**src/rtl/dma_chain_seq.sv**
```systemverilog
module dma_chain_seq #(
  parameter int AW = 32,
  parameter int CW = 16,
  parameter int LW = 16,
  parameter int PW = 32
) (
  input  logic          clk,
  input  logic          rst_n,
  input  logic          reg_wr,
  input  logic [1:0]    reg_waddr,
  input  logic [31:0]   reg_wdata,
  input  logic [1:0]    reg_raddr,
  output logic [31:0]   reg_rdata,
  output logic          fetch_req,
  output logic [AW-1:0] fetch_addr,
  input  logic          fetch_vld,
  input  logic [LW+1:0] fetch_word0,
  input  logic [AW-1:0] fetch_word1,
  output logic          xfer_req,
  output logic [LW-1:0] xfer_len,
  output logic [AW-1:0] xfer_addr,
  input  logic          xfer_done,
  output logic          wb_req,
  output logic [CW-1:0] wb_idx,
  output logic          irq,
  output logic          busy
);
  typedef enum logic [2:0] {S_IDLE, S_FETCH, S_WAIT, S_XFER, S_XWAIT, S_DONE} st_t;
  st_t st;

  logic [31:0]   ctrl_q;
  logic [AW-1:0] base_q, daddr_q;
  logic [CW-1:0] idx_q, last_q;
  logic [LW-1:0] len_q;
  logic          d_wb_q, d_irq_q;
  logic [PW-1:0] perf_q;

  wire [CW-1:0] cnt     = ctrl_q[CW-1:0];
  wire          g_irq   = ctrl_q[CW];
  wire          g_wb    = ctrl_q[CW+1];
  wire          g_all   = ctrl_q[CW+2];
  wire          idle    = (st == S_IDLE);
  wire          start   = reg_wr && reg_waddr == 2'd0 && idle && reg_wdata[CW-1:0] != '0;
  wire          is_last = (idx_q == cnt - CW'(1));

  assign busy       = !idle;
  assign fetch_req  = (st == S_FETCH);
  assign fetch_addr = base_q + (AW'(idx_q) << 4);
  assign xfer_req   = (st == S_XFER);
  assign xfer_len   = len_q;
  assign xfer_addr  = daddr_q;
  assign wb_req     = (st == S_DONE) && (g_wb || d_wb_q) && (g_all || idx_q == '0 || is_last);
  assign wb_idx     = idx_q;
  assign irq        = (st == S_DONE) && is_last && (g_irq || d_irq_q);

  always_comb begin
    case (reg_raddr)
      2'd0:    reg_rdata = ctrl_q;
      2'd1:    reg_rdata = 32'(base_q);
      2'd2:    reg_rdata = 32'({busy, last_q});
      default: reg_rdata = 32'(perf_q);
    endcase
  end

  always_ff @(posedge clk or negedge rst_n) begin
    if (!rst_n) begin
      st      <= S_IDLE;
      ctrl_q  <= '0;
      base_q  <= '0;
      daddr_q <= '0;
      idx_q   <= '0;
      last_q  <= '1;
      len_q   <= '0;
      d_wb_q  <= 1'b0;
      d_irq_q <= 1'b0;
      perf_q  <= '0;
    end else begin
      if (reg_wr && idle) begin
        if (reg_waddr == 2'd0) ctrl_q <= reg_wdata;
        if (reg_waddr == 2'd1) base_q <= AW'(reg_wdata) & ~AW'(15);
      end
      if (start) begin
        idx_q  <= '0;
        last_q <= '1;
        perf_q <= '0;
      end else if (!idle) begin
        perf_q <= perf_q + PW'(1);
      end
      case (st)
        S_IDLE:  if (start) st <= S_FETCH;
        S_FETCH: st <= S_WAIT;
        S_WAIT:
          if (fetch_vld) begin
            len_q   <= fetch_word0[LW-1:0];
            d_wb_q  <= fetch_word0[LW];
            d_irq_q <= fetch_word0[LW+1];
            daddr_q <= fetch_word1;
            st      <= (fetch_word0[LW-1:0] == '0) ? S_DONE : S_XFER;
          end
        S_XFER:  st <= S_XWAIT;
        S_XWAIT: if (xfer_done) st <= S_DONE;
        S_DONE: begin
          last_q <= idx_q;
          if (is_last) st <= S_IDLE;
          else begin
            idx_q <= idx_q + CW'(1);
            st    <= S_FETCH;
          end
        end
        default: st <= S_IDLE;
      endcase
    end
  end
endmodule

```
**config.mk**
```make
export PLATFORM = sky130hd
export DESIGN_NAME = dma_chain_seq
export DESIGN_NICKNAME = d
export VERILOG_FILES = /design/src/rtl/dma_chain_seq.sv
export SDC_FILE = /design/constraint.sdc
export NUM_CORES = 1
export LEC_CHECK = 0
export BUFFER_PORTS_ARGS = -buffer_cell sky130_fd_sc_hd__buf_2
export CORE_ASPECT_RATIO = 0.9
export CORE_MARGIN = 8
export CORE_UTILIZATION = 49
export CTS_CLUSTER_DIAMETER = 150
export DETAILED_ROUTE_END_ITERATION = 10
export GPL_TIMING_DRIVEN = 0
export PLACE_DENSITY_LB_ADDON = 0.25
export SLEW_MARGIN = 30
export SYNTH_ARGS = -nofsm -noshare
export SYNTH_HDL_FRONTEND = slang
export SYNTH_SLANG_ARGS = --single-unit
```
**constraint.sdc**
```tcl
create_clock -name clk -period 5.9 [get_ports clk]
set_input_delay 0.295 -clock clk [delete_from_list [all_inputs] [get_ports clk]]
set_output_delay 0.295 -clock clk [all_outputs]
set_load 0.1 [all_outputs]
```
# Word-level counts from Yosys, hierarchy flattened
# Cells that the tools add are included.
[word_totals] register_bits=177 out_inout_bits=133
[classes] n_addsub=4 eq_ne=12 mux=14 n_reduce_logical=24
[ops] cell="$pmux 32 s3" count=1
[ops] cell="$mux 16" count=5
[ops] cell="$mux 32" count=2
[ops] cell="$add 32x1->32 const B" count=1
[ops] cell="$add 32x20->32" count=1
[ops] cell="$logic_not 16->1" count=2
[ops] cell="$pmux 3 s6" count=1
[ops] cell="$add 16x1->16 const B" count=1
[ops] cell="$eq 16x16->1" count=1
[ops] cell="$reduce_bool 16->1" count=1
[ops] cell="$sub 16x1->16 const B" count=1
[ops] cell="$mux 3" count=4
[ops] cell="$logic_and 1x1->1" count=8
[ops] cell="$eq 3x2->1 const B" count=2
[ops] cell="$eq 3x3->1 const B" count=2
[ops] cell="$reduce_and 2->1" count=3
[ops] cell="$eq 2x1->1 const B" count=2
[ops] cell="$logic_not 2->1" count=2
[ops] cell="$logic_or 1x1->1" count=4
[ops] cell="$ne 2x2->1 const B" count=2
[ops] cell="$eq 3x1->1 const B" count=1
[ops] cell="$logic_not 3->1" count=1
[ops] cell="$reduce_and 3->1" count=1
[ops] cell="$eq 2x2->1 const B" count=1
[ops] cell="other kinds (4)" count=4

# Longest topological paths before layout
# Gate-level depths: netlist of run 1.
[logic_depth] word_depth=7 depth_mapped=10 depth_no_buf=10

# Worst setup path after synthesis of run 1
# Ideal clock, no wire load.
[synth_timing] path_kind="reg2out" startpoint="register idx_q[0] (netlist: wb_idx[0])" endpoint="output port fetch_addr[22]" arrival_time_ns=4.536 required_ns=5.605 slack_ns=1.069 path_stages_with_launch=11 path_buffers=0 path_cell_list="dfrtp_1 > ha_1 > inv_1 > fa_1 > nor2b_1 > o211ai_1 > a31oi_1 > a211oi_1 > o21ai_0 > nand4_1 > xnor2_1"
[synth_between] elab_chain_len=1
[synth_lines] element="start, declared" line="33" text="logic [CW-1:0] idx_q, last_q;"
[synth_lines] element="start signal, assigned" line="106" text="idx_q <= idx_q + CW'(1);"
[synth_lines] element="$add 32x20->32" line="48" text="assign fetch_addr = base_q + (AW'(idx_q) << 4);"
[synth_lines] element="end, declared" line="15" text="output logic [AW-1:0] fetch_addr,"
# No other way between the ends.

# Final worst setup path of run 1
[layout_timing] startpoint="register idx_q[0] (netlist: wb_idx[0])" endpoint="output port fetch_addr[24]"
# Same word-level chain as after synthesis.

==> reports/results.ini, run 1 <==
[cells_and_area]
antennaDiodeCount = 0
multiInputGateArea_sq_um = 5070
ff_latch_area_sq_um = 4450
fillCellCount = 1669
area_delta_synth_final_pct = 21.2
stdcell_area_sq_um = 11900
drive_gt1_share_pct = 36.9
final_nets = 1255

[worst_hold_path]
hold_depth = 2
holdPathEnd = xfer_addr[15]
min_path_type = input pin to flop
worstHoldStart = fetch_word1[15]

[detailed_routing]
vias = 8087
first_iter_violations = 648
ant_nets = 0
firstDrtPassIters = 5
via_per_inst = 5.73
drc = 0
routedWlPerCell_um = 20.7
totalWireLength_um = 29200

[logic_synthesis]
synth-compound-area-share_pct = 9.74
syn_inst = 901
synth-xor-area-share_pct = 6.17
synth_top_family_by_area = multiplexers
synthSimpleGateAreaFrac_pct = 13.8
seq_area_frac_synth_pct = 45.5
synth-edff-count = 0
netlist_area_sq_um = 9790
ys_types = 72
synth_top_area_share_pct = 41.2
synthArstFlopShare_pct = 100
yosysTopAreaCell = dfrtp_1
synth_mux_area_share_pct = 19.2
synthTopCellsByArea = dfrtp_1 (41%), mux2_2 (14%), dfstp_2 (4.3%)
yosys_warnings = 0
ys_ff_latch = 177
syn_avg_cell_area_sq_um = 10.9
synth-adder-area-share_pct = 2.76
ys.flop_type = dfrtp_1

[setup_path]
crit_type = flop to output port
r2r_start = st[0]
required_ns = 5.61
end_kind = output port
critPathMaxFanout = 8
crit_slowest_cell = o21ai_0
slowest_delay_ns = 0.61
start_kind = flop
reg2regPathDepth = 9
crit_arrival_ns = 4.11
rrSetupSlack_ns = 2.45
rr_endpoint = perf_q[19]
cp_cell_sequence = ha_1 -> inv_1 -> fa_1 -> nor2b_1 -> o211ai_1 -> a31oi_1 -> a211oi_1 -> o21ai_0 -> nand4_1 -> xnor2_1 -> buf_2

[floorplanning]
start_util_pct = 49.4
die-area_sq_um = 24800
rows = 49
die_h_um = 150
dieWidth_um = 165
core_sq_um = 19800
io_pins = 224

[grt]
grt_pass1_vias = 8322
grtUsageTotal_pct = 23.9
antenna_found_initial = 0
grt_pass1_wl_um = 45800
grt_start_max_net_pins = 74
grt_overflow_total = 0

[sta]
slew_violations = 0
worstMarginPinSlew_ns = 0.925
hold_viol_final = 0
period_minus_slack_ns = 4.40
clock.fmax_mhz = 227
max_slew_margin_pct = 38.1
min_period_over_period_pct = 74.6
skew_ns = 0.0102
tns_ns = 0
setup_viol = 0
grt_setup_unrepaired = no

[clocking]
cts_post_setup_buffers_inserted = 0
cts_tree = built
root_buffer = clkbuf_16
h-tree-depth = 4
clk_latency_ns = 0.43
numCtsBuffers = 17
clockBufferDepth = 2
clkSinkCount = 177
path_clk_slew_ns = 0.07

[placed_design]
gp_congestion = 0.887
hpwl_um = 22700
dpl_cell_area_sq_um = 11300
port-buffer-count = 217

[run]
cap_violations = 0

[status]
status = complete, no violations

-- registers in the layout (all words and copies together), names as in the netlist --
register,flops
xfer_len,16
ctrl_q,32
perf_q,32
d_irq_q,1
last_q,16
xfer_addr,32
wb_idx,16
base_q,28
st,3
d_wb_q,1
-- stage by stage --
stage / cells / utilization [%] / worst slack [ns] / hold slack, ns
5_1_grt: 1411 / 59.9 / 1.17 / 0.0805
6_report: 1411 / 59.9 / 1.50 / 0.0911
3_3_place_gp: 1376 / 56.6 / 1.66 / 0.484
3_5_place_dp: 1378 / 56.9 / 2.08 / 0.186
2_1_floorplan: 904 / - / 1.07 / -0.000591
4_1_cts: 1411 / 59.9 / 1.57 / 0.0762
-- worst max-delay path, delay by kind of cell, from the launching register on --
kind / cells / cell delay, ns
AOI/OAI and AO/OA: 4 / 1.32
adders and majority gates: 2 / 0.73
DFF: 1 / 0.52
buffers and inverters: 2 / 0.52
and+or+nand+nor: 2 / 0.40
xor gates and xnor gates: 1 / 0.19
-- per-layer routing --
layer / part of all wire, % / GRT usage, % / vias to the layer above
met5: 0 / 0 / -
met4: 1.7 / 6.57 / 0
met3: 9.8 / 8.33 / 34
met2: 45 / 37.4 / 339
met1: 43 / 31.0 / 3964
li1: - / - / 3750
-- synthesized netlist by cell type (5+ instances only) --
library cell	instances
nor2_1	82
o21ai_0	31
xnor2_1	45
o21ai_1	10
buf_1	10
a21oi_1	42
and3_1	13
nor3_1	14
or3_1	8
o211ai_1	5
nand2_1	53
or2_2	5
mux4_2	13
mux2_2	122
xor2_1	24
a22o_1	15
o31ai_1	7
dfrtp_1	161
mux2i_1	20
dfstp_2	16
or4_1	5
nand4_1	14
inv_1	15
nor4_1	19
clkbuf_1	35
ha_1	20
nand3_1	25
-- cell families after synthesis --
| family | after synthesis |
|---|---|
| flops | 177 |
| buf+inv | 68 |
| simple gates | 263 |
| mux | 156 |
| fa+ha+maj | 21 |
| xor+xnor | 69 |
| compound gates | 146 |
| other cells | 1 |
-- cells in the final DEF, fill, tap and decap left out, drive strengths merged, types with 4 or more instances in the layout --
cell type    n
a21oi       43
a22o        15
and2         4
and3        13
buf        236
clkbuf      53
clkinv       4
conb         4
dfrtp      161
dfstp       16
ha          20
inv         22
mux2       123
mux2i       20
mux4        13
nand2       53
nand3       25
nand4       16
nor2        82
nor3        15
nor4        21
o2111ai      4
o211ai       5
o21a         4
o21ai       42
o31ai        7
or2          6
or3          8
or4          6
xnor2       45
xor2        24
-- how the worst max path moves through the flow --
stage | from | to | slack, ns
4_1_cts | wb_idx[0] | fetch_addr[24] | 1.57
3_3_place_gp | rst_n | xfer_addr[0] | 1.66
3_5_place_dp | wb_idx[0] | fetch_addr[30] | 2.08
5_1_grt | wb_idx[0] | fetch_addr[24] | 1.17
2_1_floorplan | wb_idx[0] | fetch_addr[22] | 1.07
6_report | wb_idx[0] | fetch_addr[24] | 1.50
-- final cells by class --
cell class	instances	area share, %
clock inverters	14	1.30
inverters	16	0.506
plain buffers	52	1.86
well taps	255	2.69
clock buffers	18	3.62
flip-flops and latches	177	37.5
multi-input cells	659	42.7
repair buffers	220	9.79
-- timing repair --
| item | 4_1_cts | 5_1_grt |
|---|---|---|
| hold buffers | 1 | 0 |
| gates resized for setup | 0 | 0 |
| hold endpoints to repair | 28 | 0 |
Power of run 1 is left out: the tool's default activity adds up to more than one toggle a clock period on the data nets, which glitch-free logic cannot reach.
==> run 2: changes to the inputs <==
--- a/config.mk
+++ b/config.mk
@@ -5,6 +5,7 @@
 export SDC_FILE = /design/constraint.sdc
 export NUM_CORES = 1
 export LEC_CHECK = 0
+export ABC_AREA = 1
 export BUFFER_PORTS_ARGS = -buffer_cell sky130_fd_sc_hd__buf_2
 export CORE_ASPECT_RATIO = 0.9
 export CORE_MARGIN = 8
==> constraint.sdc (replaced) <==
create_clock -name clk -period 4.22 [get_ports clk]
set_input_delay 0.211 -clock clk [delete_from_list [all_inputs] [get_ports clk]]
set_output_delay 0.211 -clock clk [all_outputs]
set_load 0.1 [all_outputs]
==> reports/results.ini, run 2 <==
[status]
status = complete, no violations  ; unchanged

[grt]
grt_start_max_net_pins = 86  ; was 74
antenna_found_initial = 0  ; unchanged
grtUsageTotal_pct = 27.0  ; was 23.9%
grt_overflow_total = 0  ; unchanged
grt_pass1_wl_um = 55900  ; was 45800 um
grtUsageMet3_pct = 5.42  ; was 8.33%
grt_pass1_vias = 10200  ; was 8322
grt.busiest_layer = met2  ; unchanged
met1_usage_pct = 38.1  ; was 31.0%
use_met2_pct = 40.6  ; was 37.4%

[power_and_ir_drop]
pwr_density_cell_nw_per_um2 = 878
p_leak_uw = 0.00648
ir_drop_mv = 0.693
finalPower_uw = 11200

[floorplanning]
die-area_sq_um = 26200  ; was 24800 sq um
start_util_pct = 50.0  ; was 49.4%
core_sq_um = 20800  ; was 19800 sq um
die_h_um = 154  ; was 150 um
dieWidth_um = 170  ; was 165 um
rows = 50  ; was 49
io_pins = 224  ; unchanged

[setup_path]
reg2regPathDepth = 7  ; was 9
critPathMaxFanout = 7  ; was 8
slowest_delay_ns = 0.54  ; was 0.61 ns
cp_num_cells = 15  ; was 11
start_kind = flop  ; unchanged
crit_start = wb_idx[0]  ; unchanged
critPathCapture = fetch_addr[28]  ; was fetch_addr[24]
crit_slowest_cell = dfrtp_1  ; was o21ai_0
end_kind = output port  ; unchanged
required_ns = 4.01  ; was 5.61 ns
r2r_start = st[0]  ; unchanged
crit_top_cell = nand2_1
path_buf_inv = 3  ; was 2
rr_endpoint = base_q[27]  ; was perf_q[19]
crit_arrival_ns = 3.81  ; was 4.11 ns
crit_type = flop to output port  ; unchanged
rrSetupSlack_ns = 1.61  ; was 2.45 ns
cp_cell_sequence = ha_1 -> inv_1 -> fa_1 -> inv_1 -> nand3_1 -> nand2_1 -> a21oi_1 -> o21ai_0 -> nand3_1 -> nand2_1 -> nand2_1 -> nor2_1 -> nand2_1 -> nand2_1 -> buf_2  ; was ha_1 -> inv_1 -> fa_1 -> nor2b_1 -> o211ai_1 -> a31oi_1 -> a211oi_1 -> o21ai_0 -> nand4_1 -> xnor2_1 -> buf_2
cp_top_family = simple AND/OR/NAND/NOR gates  ; was compound AO/OA/AOI/OAI gates

[placed_design]
hpwl_um = 27200  ; was 22700 um
port-buffer-count = 219  ; was 217
place_inst = 1847  ; was 1378
gp_congestion = 0.948  ; was 0.887

[logic_synthesis]
ys_ff_latch = 177  ; unchanged
synth-edff-count = 0  ; unchanged
synthTopCellsByArea = dfrtp_1 (39%), nand2_1 (12%), inv_1 (6.3%)  ; was dfrtp_1 (41%), mux2_2 (14%), dfstp_2 (4.3%)
yosys_warnings = 0  ; unchanged
yosysTopAreaCell = dfrtp_1  ; unchanged
yosysMostFrequentCell = nand2_1  ; was dfrtp_1
seq_area_frac_synth_pct = 42.7  ; was 45.5%
ys_types = 44  ; was 72
synth.cells.most_frequent = nand2_1 (340), inv_1 (175), dfrtp_1 (161)  ; was dfrtp_1 (161), mux2_2 (122), nor2_1 (82)
synthArstFlopShare_pct = 100  ; unchanged
netlist_area_sq_um = 10400  ; was 9790 sq um
syn_inst = 1337  ; was 901
syn_avg_cell_area_sq_um = 7.79  ; was 10.9 sq um
synth_top_area_share_pct = 38.7  ; was 41.2%
ys.flop_type = dfrtp_1  ; unchanged

[cells_and_area]
final_cells = 1899  ; was 1411
area_delta_synth_final_pct = 22.6  ; was 21.2%
final_nets = 1712  ; was 1255
layout_commonest_cell = nand2_1  ; was buf_2
antennaDiodeCount = 0  ; unchanged
final_cell_mix = nand2_1 (340), buf_2 (226), inv_1 (175)  ; was buf_2 (218), dfrtp_1 (161), mux2_2 (122)
drive_gt1_share_pct = 21.6  ; was 36.9%

[clocking]
clkSinkCount = 177  ; unchanged
cts_tree = built  ; unchanged
clk_latency_ns = 0.44  ; was 0.43 ns
cts_post_setup_buffers_inserted = 0  ; unchanged
hold_buffers = 20  ; was 1
numCtsBuffers = 17  ; unchanged
root_buffer = clkbuf_16  ; unchanged
clockBufferDepth = 2  ; unchanged
h-tree-depth = 4  ; unchanged
postCtsResizedCells = 0  ; unchanged
path_clk_slew_ns = 0.07  ; about the same

[worst_hold_path]
min_path_type = input pin to flop  ; unchanged

[sta]
skew_ns = 0.0183  ; was 0.0102 ns
min_period_over_period_pct = 95.3
hold_viol_final = 0  ; unchanged
period_minus_slack_ns = 4.02
setup_viol = 0  ; unchanged
worstMarginPinSlew_ns = 0.888  ; was 0.925 ns
grt_setup_unrepaired = no  ; unchanged
max_slew_margin_pct = 40.8  ; was 38.1%
tns_ns = 0  ; unchanged
slew_violations = 0  ; unchanged
clock.fmax_mhz = 249

[detailed_routing]
vias = 10500  ; was 8087
routedWlPerCell_um = 18.5  ; was 20.7 um
first_iter_violations = 976  ; was 648
ant_nets = 0  ; unchanged
drc = 0  ; unchanged
firstDrtPassIters = 6  ; was 5
totalWireLength_um = 35100  ; was 29200 um
via_per_inst = 5.51  ; was 5.73

[run]
cap_violations = 0  ; unchanged

## run 2: power breakdown
part | total [uW] | internal [uW] | switching (uW) | leakage [uW]
logic | 6700 | 1250 | 5440 | 0.00398
clock network | 1590 | 797 | 797 | 0.000288
registers | 2930 | 2370 | 558 | 0.00222
## run 2: metal layers
layer | vias up | share of wire (%)
met3 | 63 | 8.7
met2 | 504 | 44
li1 | 4911 | -
met4 | 0 | 2.5
met1 | 4981 | 45
met5 | - | 0
## run 2: final cells by class
cell class	instances	area, sq um
repair buffers	241	1360
flip-flops and latches	177	4450
clock buffers	17	425
multi-input cells	936	5110
fillers	1930	8070
inverters	178	668
clock inverters	15	164
well taps	286	358
plain buffers	49	226
## run 2: per-stage QoR
stage | util, % | cell area, sq um | hold WS [ns] | setup slack, ns
finish | 61.3 | 12800 | 0.00225 | 0.196
global route | 61.3 | 12800 | 0.00133 | 0.0884
CTS | 61.3 | 12800 | 0.000322 | 0.234
detailed placement | 57.5 | 12000 | 0.0696 | 0.711
global placement | 57.2 | 11900 | 0.443 | 0.0544
floorplan | - | 10500 | -0.0846 | 0.000652
## run 2: logic make-up (layout without fill, tap and decap cells)
logic type      count (synthesis)  count (layout)  synth area share [%]
compound gates                224             224                  12.5
xor+xnor                       58              58                  4.88
fa+ha+maj                      21              21                  2.60
buf+inv                       227             500                  8.59
flops                         177             177                  42.7
mux                            35              35                  3.79
other cells                     1               4                0.0360
simple gates                  594             594                  24.9
## run 2: how the worst min path moves through the flow
stage / from / to / depth (start not counted)
final: fetch_word1[30] / xfer_addr[30] / 2
after global placement: fetch_word1[13] / xfer_addr[13] / 2
after detailed placement: rst_n / xfer_addr[16] / 1
after floorplan: rst_n / base_q[10] / 0
after CTS: fetch_word1[30] / xfer_addr[30] / 2
after global routing: fetch_word1[14] / xfer_addr[14] / 2
(Power assumes the default switching activity.)
==> run 3: changes to the inputs <==
--- a/config.mk
+++ b/config.mk
@@ -9,7 +9,7 @@
 export BUFFER_PORTS_ARGS = -buffer_cell sky130_fd_sc_hd__buf_2
 export CORE_ASPECT_RATIO = 0.9
 export CORE_MARGIN = 8
-export CORE_UTILIZATION = 49
+export CORE_UTILIZATION = 30
 export CTS_CLUSTER_DIAMETER = 150
 export DETAILED_ROUTE_END_ITERATION = 10
 export GPL_TIMING_DRIVEN = 0
==> reports/results.ini, run 3 (synthesis gave the netlist of run 2 again) <==
[status]
status = complete, no violations  ; unchanged

[sta]
period_minus_slack_ns = 3.97  ; was 4.02 ns
tns_ns = 0  ; unchanged
setup_ws_ns = 0.247  ; was 0.196 ns
min_period_over_period_pct = 94.1  ; was 95.3%
setup_viol = 0  ; unchanged
hold_viol_final = 0  ; unchanged
slew_violations = 0  ; unchanged
skew_ns = 0.0111  ; was 0.0183 ns
max_slew_margin_pct = 41.8  ; was 40.8%
clock.fmax_mhz = 252  ; was 249 MHz
grt_setup_unrepaired = no  ; unchanged
worstMarginPinSlew_ns = 0.873  ; was 0.888 ns

[placed_design]
port-buffer-count = 219  ; unchanged
place_inst = 2023  ; was 1847
gp_congestion = 0.904  ; was 0.948
dp_slack_ns = 0.726  ; was 0.711 ns
hpwl_um = 30800  ; was 27200 um

[setup_path]
slowest_delay_ns = 0.51  ; was 0.54 ns
end_kind = output port  ; unchanged
r2r_start = st[0]  ; unchanged
crit_type = flop to output port  ; unchanged
critPathMaxFanout = 7  ; unchanged
reg2regPathDepth = 11  ; was 7
crit_top_cell = nand2_1  ; unchanged
rr_endpoint = wb_idx[6]  ; was base_q[27]
crit_arrival_ns = 3.76  ; was 3.81 ns
cp_cell_sequence = ha_1 -> inv_1 -> fa_1 -> inv_1 -> nand3_1 -> nand2_1 -> a21oi_1 -> o21ai_0 -> nand3_1 -> nand2_1 -> nand2_1 -> nor2_1 -> nand2_1 -> nand2_1 -> buf_2  ; unchanged
crit_slowest_cell = dfrtp_1  ; unchanged
rrSetupSlack_ns = 1.59  ; was 1.61 ns
start_kind = flop  ; unchanged
required_ns = 4.01  ; about the same

[worst_hold_path]
holdPathEnd = xfer_addr[16]  ; was xfer_addr[30]
hold_depth = 2  ; unchanged
worstHoldStart = fetch_word1[16]  ; was fetch_word1[30]
min_path_type = input pin to flop  ; unchanged

[power_and_ir_drop]
internal-power_uw = 4490  ; was 4420 uW
p_clk_share_pct = 14.4  ; was 14.2%
p_leak_uw = 0.00656  ; was 0.00648 uW
p_seq_share_pct = 25.8  ; was 26.1%
ir_drop_mv = 0.722  ; was 0.693 mV
switchingPower_uw = 6900  ; was 6800 uW
combPwrFrac_pct = 59.8  ; was 59.7%
p_sw_share_pct = 60.6  ; about the same
pwr_density_cell_nw_per_um2 = 864  ; was 878 nW/um^2
finalPower_uw = 11400  ; was 11200 uW

[floorplanning]
die-area_sq_um = 40900  ; was 26200 sq um
die_h_um = 193  ; was 154 um
dieWidth_um = 212  ; was 170 um
rows = 64  ; was 50
core_sq_um = 34100  ; was 20800 sq um
io_pins = 224  ; unchanged
start_util_pct = 30.5  ; was 50.0%

[cells_and_area]
ff_latch_area_sq_um = 4450  ; unchanged
multiInputGateArea_sq_um = 5110  ; unchanged
fillCellCount = 3670  ; was 1930
area_delta_synth_final_pct = 26.6  ; was 22.6%
layout_commonest_cell = nand2_1  ; unchanged
final_cell_mix = nand2_1 (340), buf_2 (226), inv_1 (175)  ; unchanged
antennaDiodeCount = 0  ; unchanged
drive_gt1_share_pct = 21.4  ; was 21.6%
final_cells = 2091  ; was 1899
final_nets = 1728  ; was 1712

[clocking]
clockBufferDepth = 2  ; unchanged
cts_tree = built  ; unchanged
root_buffer = clkbuf_16  ; unchanged
path_clk_slew_ns = 0.07  ; about the same
clkSinkCount = 177  ; unchanged
numCtsBuffers = 17  ; unchanged
clk_latency_ns = 0.44  ; about the same
postCtsResizedCells = 0  ; unchanged
h-tree-depth = 4  ; unchanged

[grt]
antenna_found_initial = 1  ; was 0
grt_pass1_wl_um = 60000  ; was 55900 um
grt_overflow_total = 0  ; unchanged
grtUsageTotal_pct = 19.1  ; was 27.0%
grt_start_max_net_pins = 71  ; was 86
grt_pass1_vias = 10100  ; was 10200

[detailed_routing]
first_iter_violations = 913  ; was 976
ant_nets = 0  ; unchanged
totalWireLength_um = 39200  ; was 35100 um
drc = 0  ; unchanged
via_per_inst = 4.91  ; was 5.51
routedWlPerCell_um = 18.7  ; was 18.5 um
vias = 10300  ; was 10500
firstDrtPassIters = 5  ; was 6

[run]
cap_violations = 0  ; unchanged

-- run 3: cell type report --
type                       count  area share [%]
buffer                        49            1.72
clock inverter                15            1.46
clock buffer                  17            3.23
timing repair buffer         257            11.5
tap                          462            4.39
inverter                     178            5.07
sequential                   177            33.8
multi-input combinational    936            38.8
-- run 3: power by group through the flow --
stage	registers, uW	clock network, uW	logic (uW)
floorplan	4530	0	3740
global placement	2930	0	6740
detailed placement	2950	0	6780
CTS	2930	1690	6830
global route	3030	1740	7170
finish	2940	1640	6800
-- run 3: worst max-delay path by stage --
stage                   start              to  slack (ns)
floorplan           wb_idx[1]  fetch_addr[18]      0.0007
finish              wb_idx[0]  fetch_addr[28]        0.25
global route        wb_idx[0]  fetch_addr[28]        0.03
CTS                 wb_idx[0]  fetch_addr[28]        0.23
global placement        rst_n      base_q[30]       -0.12
detailed placement  wb_idx[0]  fetch_addr[28]        0.73
-- run 3: through the flow --
stage | hold slack [ns] | area (sq um) | utilization (%)
6_report | 0.0194 | 13200 | 38.6
5_1_grt | 0.00119 | 13200 | 38.6
4_1_cts | 0.00110 | 13200 | 38.6
3_5_place_dp | 0.143 | 12200 | 35.8
3_3_place_gp | 0.443 | 12100 | 35.6
2_1_floorplan | -0.0846 | 10500 | -
-- run 3: routing by layer --
metal / track usage, % / share of wire, % / vias to the layer above
met3: 3.12 / 6.3 / 42
li1: - / - / 4942
met1: 27.2 / 47 / 4951
met5: 0 / 0.033 / -
met2: 29.4 / 44 / 331
met4: 5.62 / 2.0 / 2
-- run 3: worst max-delay path, delay by kind of cell, from the launching register on --
family                   cells  cell delay (ns)
AO/OA/AOI/OAI                2             0.57
AND/OR/NAND/NOR              8             1.06
adder cells (fa/ha/maj)      2             0.60
buffers and inverters        3             0.57
flip-flops                   1             0.51
-- run 3: what timing repair did --
item | 4_1_cts | 5_1_grt
hold endpoints to repair | 82 | 0
setup buffers | 0 | 0
hold buffers | 36 | 0
